==> config.mk <==
export PLATFORM = sky130hd
export DESIGN_NAME = trap_ctrl
export DESIGN_NICKNAME = d
export VERILOG_FILES = /design/src/rtl/trap_pkg.sv /design/src/rtl/trap_flags.sv /design/src/rtl/trap_arbiter.sv /design/src/rtl/trap_prio_stack.sv /design/src/rtl/trap_ctrl.sv
export SDC_FILE = /design/constraint.sdc
export NUM_CORES = 1
export LEC_CHECK = 0
export BUFFER_PORTS_ARGS = -buffer_cell sky130_fd_sc_hd__buf_2
export CORE_ASPECT_RATIO = 1.25
export CORE_MARGIN = 2
export CORE_UTILIZATION = 50
export CTS_BUF_LIST = sky130_fd_sc_hd__clkbuf_8
export DETAILED_ROUTE_END_ITERATION = 10
export HOLD_SLACK_MARGIN = 0.1
export PLACE_DENSITY = 0.81
export SLEW_MARGIN = 20
export SYNTH_ARGS = -nofsm -noshare
export SYNTH_HDL_FRONTEND = slang
export SYNTH_SLANG_ARGS = --single-unit
export TNS_END_PERCENT = 1
==> constraint.sdc <==
create_clock -name clk -period 4.15 [get_ports clk]
set_input_delay 0.415 -clock clk [delete_from_list [all_inputs] [get_ports clk]]
set_output_delay 0.415 -clock clk [all_outputs]
set_load 0.02 [all_outputs]
==> src/rtl/trap_pkg.sv <==
package trap_pkg;
  localparam int NUM_W = 7;
  localparam int VEC_W = 24;
  localparam int NSRC  = 5;
  localparam int NB    = 5;
  localparam int NFLAG = NB + NSRC - 1;
  localparam int LVL_W = 2;
  localparam int SRC_W = 3;

  // arbitration slots, a higher index wins
  localparam int S_B   = 0;
  localparam int S_SUF = 1;
  localparam int S_SOF = 2;
  localparam int S_NMI = 3;
  localparam int S_RST = 4;

  typedef logic [LVL_W-1:0] lvl_t;
  typedef logic [NUM_W-1:0] num_t;

  typedef struct packed {
    logic             hw;
    logic [SRC_W-1:0] src;
    lvl_t             lvl;
    num_t             num;
  } req_t;

  function automatic num_t src_num(input int s);
    case (s)
      S_RST:   return 7'h00;
      S_NMI:   return 7'h02;
      S_SOF:   return 7'h04;
      S_SUF:   return 7'h06;
      default: return 7'h0A;
    endcase
  endfunction

  function automatic lvl_t src_lvl(input int s);
    case (s)
      S_RST:   return 2'd3;
      S_B:     return 2'd1;
      default: return 2'd2;
    endcase
  endfunction

  function automatic logic [VEC_W-1:0] num_vec(input num_t n);
    return VEC_W'(n) << 2;
  endfunction
endpackage

==> src/rtl/trap_flags.sv <==
module trap_flags
  import trap_pkg::*;
(
  input  logic             clk,
  input  logic             rst_n,
  input  logic [NFLAG-1:0] evt,
  input  logic             clr_we,
  input  logic [NFLAG-1:0] clr_mask,
  input  logic             take,
  input  logic [SRC_W-1:0] take_src,
  output logic [NFLAG-1:0] flags,
  output logic [NSRC-1:0]  pend
);
  logic [NSRC-1:0] pend_set;
  logic [NSRC-1:0] pend_drop;

  assign pend_set[S_B] = |evt[NB-1:0];
  for (genvar i = 1; i < NSRC; i++) begin : g_map
    assign pend_set[i] = evt[NB+i-1];
  end

  assign pend_drop = take ? (NSRC'(1) << take_src) : '0;

  always_ff @(posedge clk or negedge rst_n) begin
    if (!rst_n) begin
      flags <= '0;
      pend  <= '0;
    end else begin
      flags <= (flags & ~(clr_we ? clr_mask : '0)) | evt;
      pend  <= (pend & ~pend_drop) | pend_set;
    end
  end
endmodule

==> src/rtl/trap_arbiter.sv <==
module trap_arbiter
  import trap_pkg::*;
(
  input  logic [NSRC-1:0]  pend,
  input  lvl_t             cur_lvl,
  output logic             win_valid,
  output logic [SRC_W-1:0] win_src
);
  logic found;

  always_comb begin
    found   = 1'b0;
    win_src = '0;
    for (int s = 0; s < NSRC; s++) begin
      if (pend[s]) begin
        found   = 1'b1;
        win_src = SRC_W'(s);
      end
    end
    win_valid = found && (src_lvl(int'(win_src)) > cur_lvl);
  end
endmodule

==> src/rtl/trap_prio_stack.sv <==
module trap_prio_stack
  import trap_pkg::*;
#(
  parameter int DEPTH = 8
) (
  input  logic clk,
  input  logic rst_n,
  input  logic push,
  input  logic pop,
  input  lvl_t new_lvl,
  output lvl_t cur_lvl
);
  localparam int CNT_W = $clog2(DEPTH + 1);

  lvl_t             stk [DEPTH];
  logic [CNT_W-1:0] cnt;

  always_ff @(posedge clk or negedge rst_n) begin
    if (!rst_n) begin
      cnt     <= '0;
      cur_lvl <= '0;
      for (int i = 0; i < DEPTH; i++) stk[i] <= '0;
    end else if (push) begin
      if (int'(cnt) < DEPTH) begin
        stk[cnt] <= cur_lvl;
        cnt      <= cnt + 1'b1;
      end
      cur_lvl <= new_lvl;
    end else if (pop) begin
      if (cnt != '0) begin
        cur_lvl <= stk[cnt-1'b1];
        cnt     <= cnt - 1'b1;
      end else begin
        cur_lvl <= '0;
      end
    end
  end
endmodule

==> src/rtl/trap_ctrl.sv <==
module trap_ctrl
  import trap_pkg::*;
#(
  parameter int STACK_DEPTH = 8
) (
  input  logic             clk,
  input  logic             rst_n,
  input  logic [NFLAG-1:0] evt_i,
  input  logic             clr_we_i,
  input  logic [NFLAG-1:0] clr_mask_i,
  input  logic             swt_i,
  input  logic [NUM_W-1:0] swt_num_i,
  input  logic             ack_i,
  input  logic             ret_i,
  output logic             req_o,
  output logic [VEC_W-1:0] vec_o,
  output logic [NUM_W-1:0] num_o,
  output logic [NFLAG-1:0] flags_o,
  output logic [LVL_W-1:0] svc_lvl_o,
  output logic             irq_block_o
);
  req_t             req_q;
  logic             req_v_q;
  logic             swp_q;
  num_t             swn_q;
  logic [NSRC-1:0]  pend;
  logic             win_valid;
  logic [SRC_W-1:0] win_src;
  lvl_t             cur_lvl;

  // named internal events, also seen by the checker
  logic accept, pop, load_hw, load_sw, req_hw;
  lvl_t req_lvl;

  assign accept  = ack_i & req_v_q;
  assign pop     = ret_i & ~accept;
  assign load_hw = ~req_v_q & win_valid;
  assign load_sw = ~req_v_q & ~win_valid & swp_q;
  assign req_hw  = req_q.hw;
  assign req_lvl = req_q.lvl;

  trap_flags u_flags (
    .clk      (clk),
    .rst_n    (rst_n),
    .evt      (evt_i),
    .clr_we   (clr_we_i),
    .clr_mask (clr_mask_i),
    .take     (accept & req_q.hw),
    .take_src (req_q.src),
    .flags    (flags_o),
    .pend     (pend)
  );

  trap_arbiter u_arb (
    .pend      (pend),
    .cur_lvl   (cur_lvl),
    .win_valid (win_valid),
    .win_src   (win_src)
  );

  trap_prio_stack #(.DEPTH(STACK_DEPTH)) u_stack (
    .clk     (clk),
    .rst_n   (rst_n),
    .push    (accept),
    .pop     (pop),
    .new_lvl (req_q.lvl),
    .cur_lvl (cur_lvl)
  );

  always_ff @(posedge clk or negedge rst_n) begin
    if (!rst_n) begin
      req_v_q <= 1'b0;
      req_q   <= '0;
      swp_q   <= 1'b0;
      swn_q   <= '0;
    end else begin
      if (accept) begin
        req_v_q <= 1'b0;
      end else if (load_hw) begin
        req_v_q <= 1'b1;
        req_q   <= '{hw: 1'b1, src: win_src,
                     lvl: src_lvl(int'(win_src)), num: src_num(int'(win_src))};
      end else if (load_sw) begin
        req_v_q <= 1'b1;
        req_q   <= '{hw: 1'b0, src: '0, lvl: cur_lvl, num: swn_q};
      end
      if (swt_i) begin
        swp_q <= 1'b1;
        swn_q <= swt_num_i;
      end else if (load_sw) begin
        swp_q <= 1'b0;
      end
    end
  end

  assign req_o       = req_v_q;
  assign num_o       = req_q.num;
  assign vec_o       = num_vec(req_q.num);
  assign svc_lvl_o   = cur_lvl;
  assign irq_block_o = (cur_lvl != '0);
endmodule

==> results summary <==
The flow ran to the end, and the final reports show no timing, DRC or antenna violations. The transition time at the pin with the least slew margin is just over 0.7 ns. The post-detailed-route via-to-cell ratio is 5.37. The post-detailed-route wirelength per cell came out at between 10 and 15 um. The share of layout cells above drive strength 1 came out at between 30% and 40%.

Sorting the synthesized cells by area gives the leading types as sky130_fd_sc_hd__dfrtp_1 49%, sky130_fd_sc_hd__mux2_2 9.5%, sky130_fd_sc_hd__buf_4 8.1%. The aggregate global routing overflow is 0. The nature of the critical path startpoint is a flip-flop.

TritonCTS built the clock tree. The number of flops mapped to enable cells by yosys is 0. The initial cell density of the core came out at 51.5%.

The slowest stage of the critical path is the sky130_fd_sc_hd__or4_1 cell. The portion of synthesized cell area occupied by the leading cell type came out at about half. The number of violations reported at the end of detailed-routing iteration 0 came out at between 100 and 150.

The setup clock skew after layout is between 0.007 and 0.008 ns. Setup violations remaining at the end of the flow were counted as 0. The summed negative setup slack over all endpoints came out at 0 ns. The total vias in the final route is between 2000 and 2500. The via count of the first global-routing pass was roughly 1900.

The internal power consumption came out at roughly 1.6 mW. The number of hold-slack violations in the final timing report was 0. Setup repair after global routing left no endpoint under its margin. For this design the static power due to leakage is 1.64 nW. The worst-case vdd ir drop came out at 0.364 mV. The number of top-level pins is 75. For the worst setup path, the data arrival time is around 2.9 ns. Yosys mapped the design onto 46 distinct sky130hd cell types. The setup fix buffers added after clock tree synthesis is 0.

The floorplan row count is 31. The vertical die dimension is ~90 um. The congestion estimate from routability-driven global placement came to roughly 0.88. The clock network accounts for a little under a third of the total power. In this run the clock root is driven by a sky130_fd_sc_hd__clkbuf_8. The area of the core region came out at ~0.0057 mm2. The worst hold path belongs to the class in -> async.

The share of flip-flops with an asynchronous set or reset came out at between 90% and 100%. The antenna diode instance count came out at 0. The share of the cycle needed by the critical path after routing came out at a little over three fifths. The critical path is of the reg -> reg type. The number of slew-limit violations in the final report is 0.

In this run the horizontal extent of the chip is about 73 um. The H-tree was split into 3 levels. The critical path's largest stage delay came out at about 0.65 ns.

The post-layout net count is around 350. The post-synthesis sequential area ratio came out at roughly half. In the post-synthesis netlist, the cell with the most instances is sky130_fd_sc_hd__dfrtp_1. The cell area after synthesis is between 0.002 and 0.003 mm2. The global-route wire length before repair came out at between 8 and 9 mm.

For this design the ratio of total power to cell area is approximately 710 mW/mm2. The clock edge transition at the registers on the reported setup and hold paths is approximately 0.07 ns. The minimum period implied by the final worst setup slack came out at between 2 and 3 ns. The post-detailed-route count of antenna-violating nets is 0. Traced cell by cell, the critical path runs through or4_1 -> ha_1 -> nor2b_1 -> o221ai_4 -> a21o_4 -> a221o_1. The number of gates resized after cts came out at 0. The commonest cells after synthesis are 58 x sky130_fd_sc_hd__dfrtp_1, 32 x sky130_fd_sc_hd__buf_4, 25 x sky130_fd_sc_hd__mux2_2. The number of antenna violations at the first check in global routing came out at 0. The analysis attributes to net switching a power of between 0.8 and 0.9 mW. The synthesized instance count is ~270. The dominant register cell in the synthesized netlist is sky130_fd_sc_hd__dfrtp_1. The die covers about 0.0065 mm2. The number of port buffers is 57. The source-to-sink clock delay at the later pin of the worst-skew pair came out at 0.34 ns.

The largest total area in the synthesized netlist belongs to sky130_fd_sc_hd__dfrtp_1. The layout overhead on the synthesized area is 14.6%. The worst-case headroom to the max-slew limit came out at between 50% and 60%. The clock buffer count from CTS came out at 9. The peak fanout along the critical path came out at 12. Across the run, the number of max-cap violations was 0. The net switching fraction of the power is roughly a third. The total global-route track usage came out at 17.5%. The number of remaining DRC errors is 0. STA classifies the critical path endpoint as a flip-flop. The first-pass iteration count of the detailed router came out at 4. The wire length after detailed routing came out at roughly 5.5 mm. The post-synthesis area per instance came out at approximately 11 um2. The critical path required time is between 4 and 5 ns. The maximum operating frequency is 382 MHz. The detailed placement HPWL is about 3.9 mm. The largest buffer count on any clock path came out at 2. In this run, synthesis produced a sequential element count of 58. The share of total power dissipated in combinational logic is around 32%.

After clock tree synthesis, the flow added hold-fix buffers numbering 0. Of the total power, registers draw 36.9%. The clock net sink count came out at just under 60.

In this run the cell area measured after placement is ~0.0031 mm2. The largest net degree at the start of global routing is between 50 and 60. The final standard cell area without fillers is 0.00339 mm2.

The Yosys warning count came out at 0.
-- power by group through the flow --
stage          Sequential, mW  Clock (mW)  Combinational (mW)
2_1_floorplan           0.838           0               0.718
3_3_place_gp            0.887           0               0.761
3_5_place_dp            0.896           0               0.777
4_1_cts                 0.885       0.746               0.781
5_1_grt                 0.910       0.771               0.851
6_report                0.884       0.735               0.777
-- final cells by class --
cell class              instances  area [um2]
fillers                       477        2350
multi-input cells             173        1240
clock buffers                  12         165
inverters                      11        41.3
clock inverters                 4         120
flip-flops and latches         58        1450
well taps                      66        82.6
repair buffers                 58         293
-- critical path: cells and delay by family (launching register included) --
family | cells | cell delay, ns
flops | 1 | 0.44
compound gates | 3 | 0.87
simple gates | 2 | 0.86
fa+ha+maj | 1 | 0.34
-- final timing paths --
check / startpoint / to / slack (ns) / cells past startpoint
worst max-delay path: u_flags.pend[3] / num_o[2] / 1.53 / 6
worst min-delay path: rst_n / u_stack.cnt[3] / 0.21 / 2
worst max register to register: u_flags.pend[3] / num_o[2] / 1.53 / 6
worst min register to register: u_flags.flags[6] / u_flags.flags[6] / 0.47 / 1
max in group asynchronous: rst_n / req_hw / 3.49 / 2
min in group clk: evt_i[4] / u_flags.flags[4] / 0.25 / 2
-- registers in the layout, summed over array words and instances, names as in the netlist --
name	flops
num_o	7
req_hw	1
req_lvl	2
req_o	1
req_q	3
swn_q	7
swp_q	1
u_flags.flags	9
u_flags.pend	5
u_stack.cnt	4
u_stack.cur_lvl	2
u_stack.stk	16
-- per-layer routing --
layer,routed length (um),up-vias,track usage [%]
li1,-,993,-
met1,2370,998,21.2
met2,2750,51,27.7
met3,215,9,5.04
met4,122,0,9.26
met5,0,-,0
-- logic make-up (layout without fill, tap and decap cells) --
| group | count (synthesis) | after routing | synth area share (%) |
|---|---|---|---|
| AOI/OAI and AO/OA | 52 | 52 | 14.3 |
| and+or+nand+nor | 66 | 66 | 11.2 |
| buffers and inverters | 53 | 85 | 11.1 |
| muxes | 31 | 31 | 11.6 |
| xor gates and xnor gates | 3 | 3 | 0.889 |
| DFF | 58 | 58 | 49.1 |
| adders and majority gates | 4 | 4 | 1.69 |
| other | 1 | 17 | 0.127 |
-- placed cells by master, fill, tap and decap left out, drive strengths merged, types with 3 or more instances in the layout --
master,instances
nand2,19
mux2i,6
buf,58
ha,4
a22o,5
a31oi,5
inv,11
bufinv,4
clkbuf,12
nand2b,4
conb,17
and2,3
dfrtp,58
nor2b,3
nor2,11
a21o,15
nand3,7
o2bb2ai,4
a21oi,4
a2111oi,4
nor3,7
mux2,25
-- metrics by stage --
step | hold slack (ns) | setup WS, ns | std cells | total power, mW | util (%)
global placement | 0.455 | 1.58 | 366 | 1.65 | 54.1
floorplan | 0.119 | 1.67 | 284 | 1.56 | -
detailed placement | 0.460 | 1.53 | 366 | 1.67 | 54.1
CTS | 0.219 | 1.51 | 382 | 2.41 | 59.0
global route | 0.247 | 1.39 | 382 | 2.53 | 59.0
finish | 0.211 | 1.53 | 382 | 2.40 | 59.0
(Power assumes the default switching activity.)
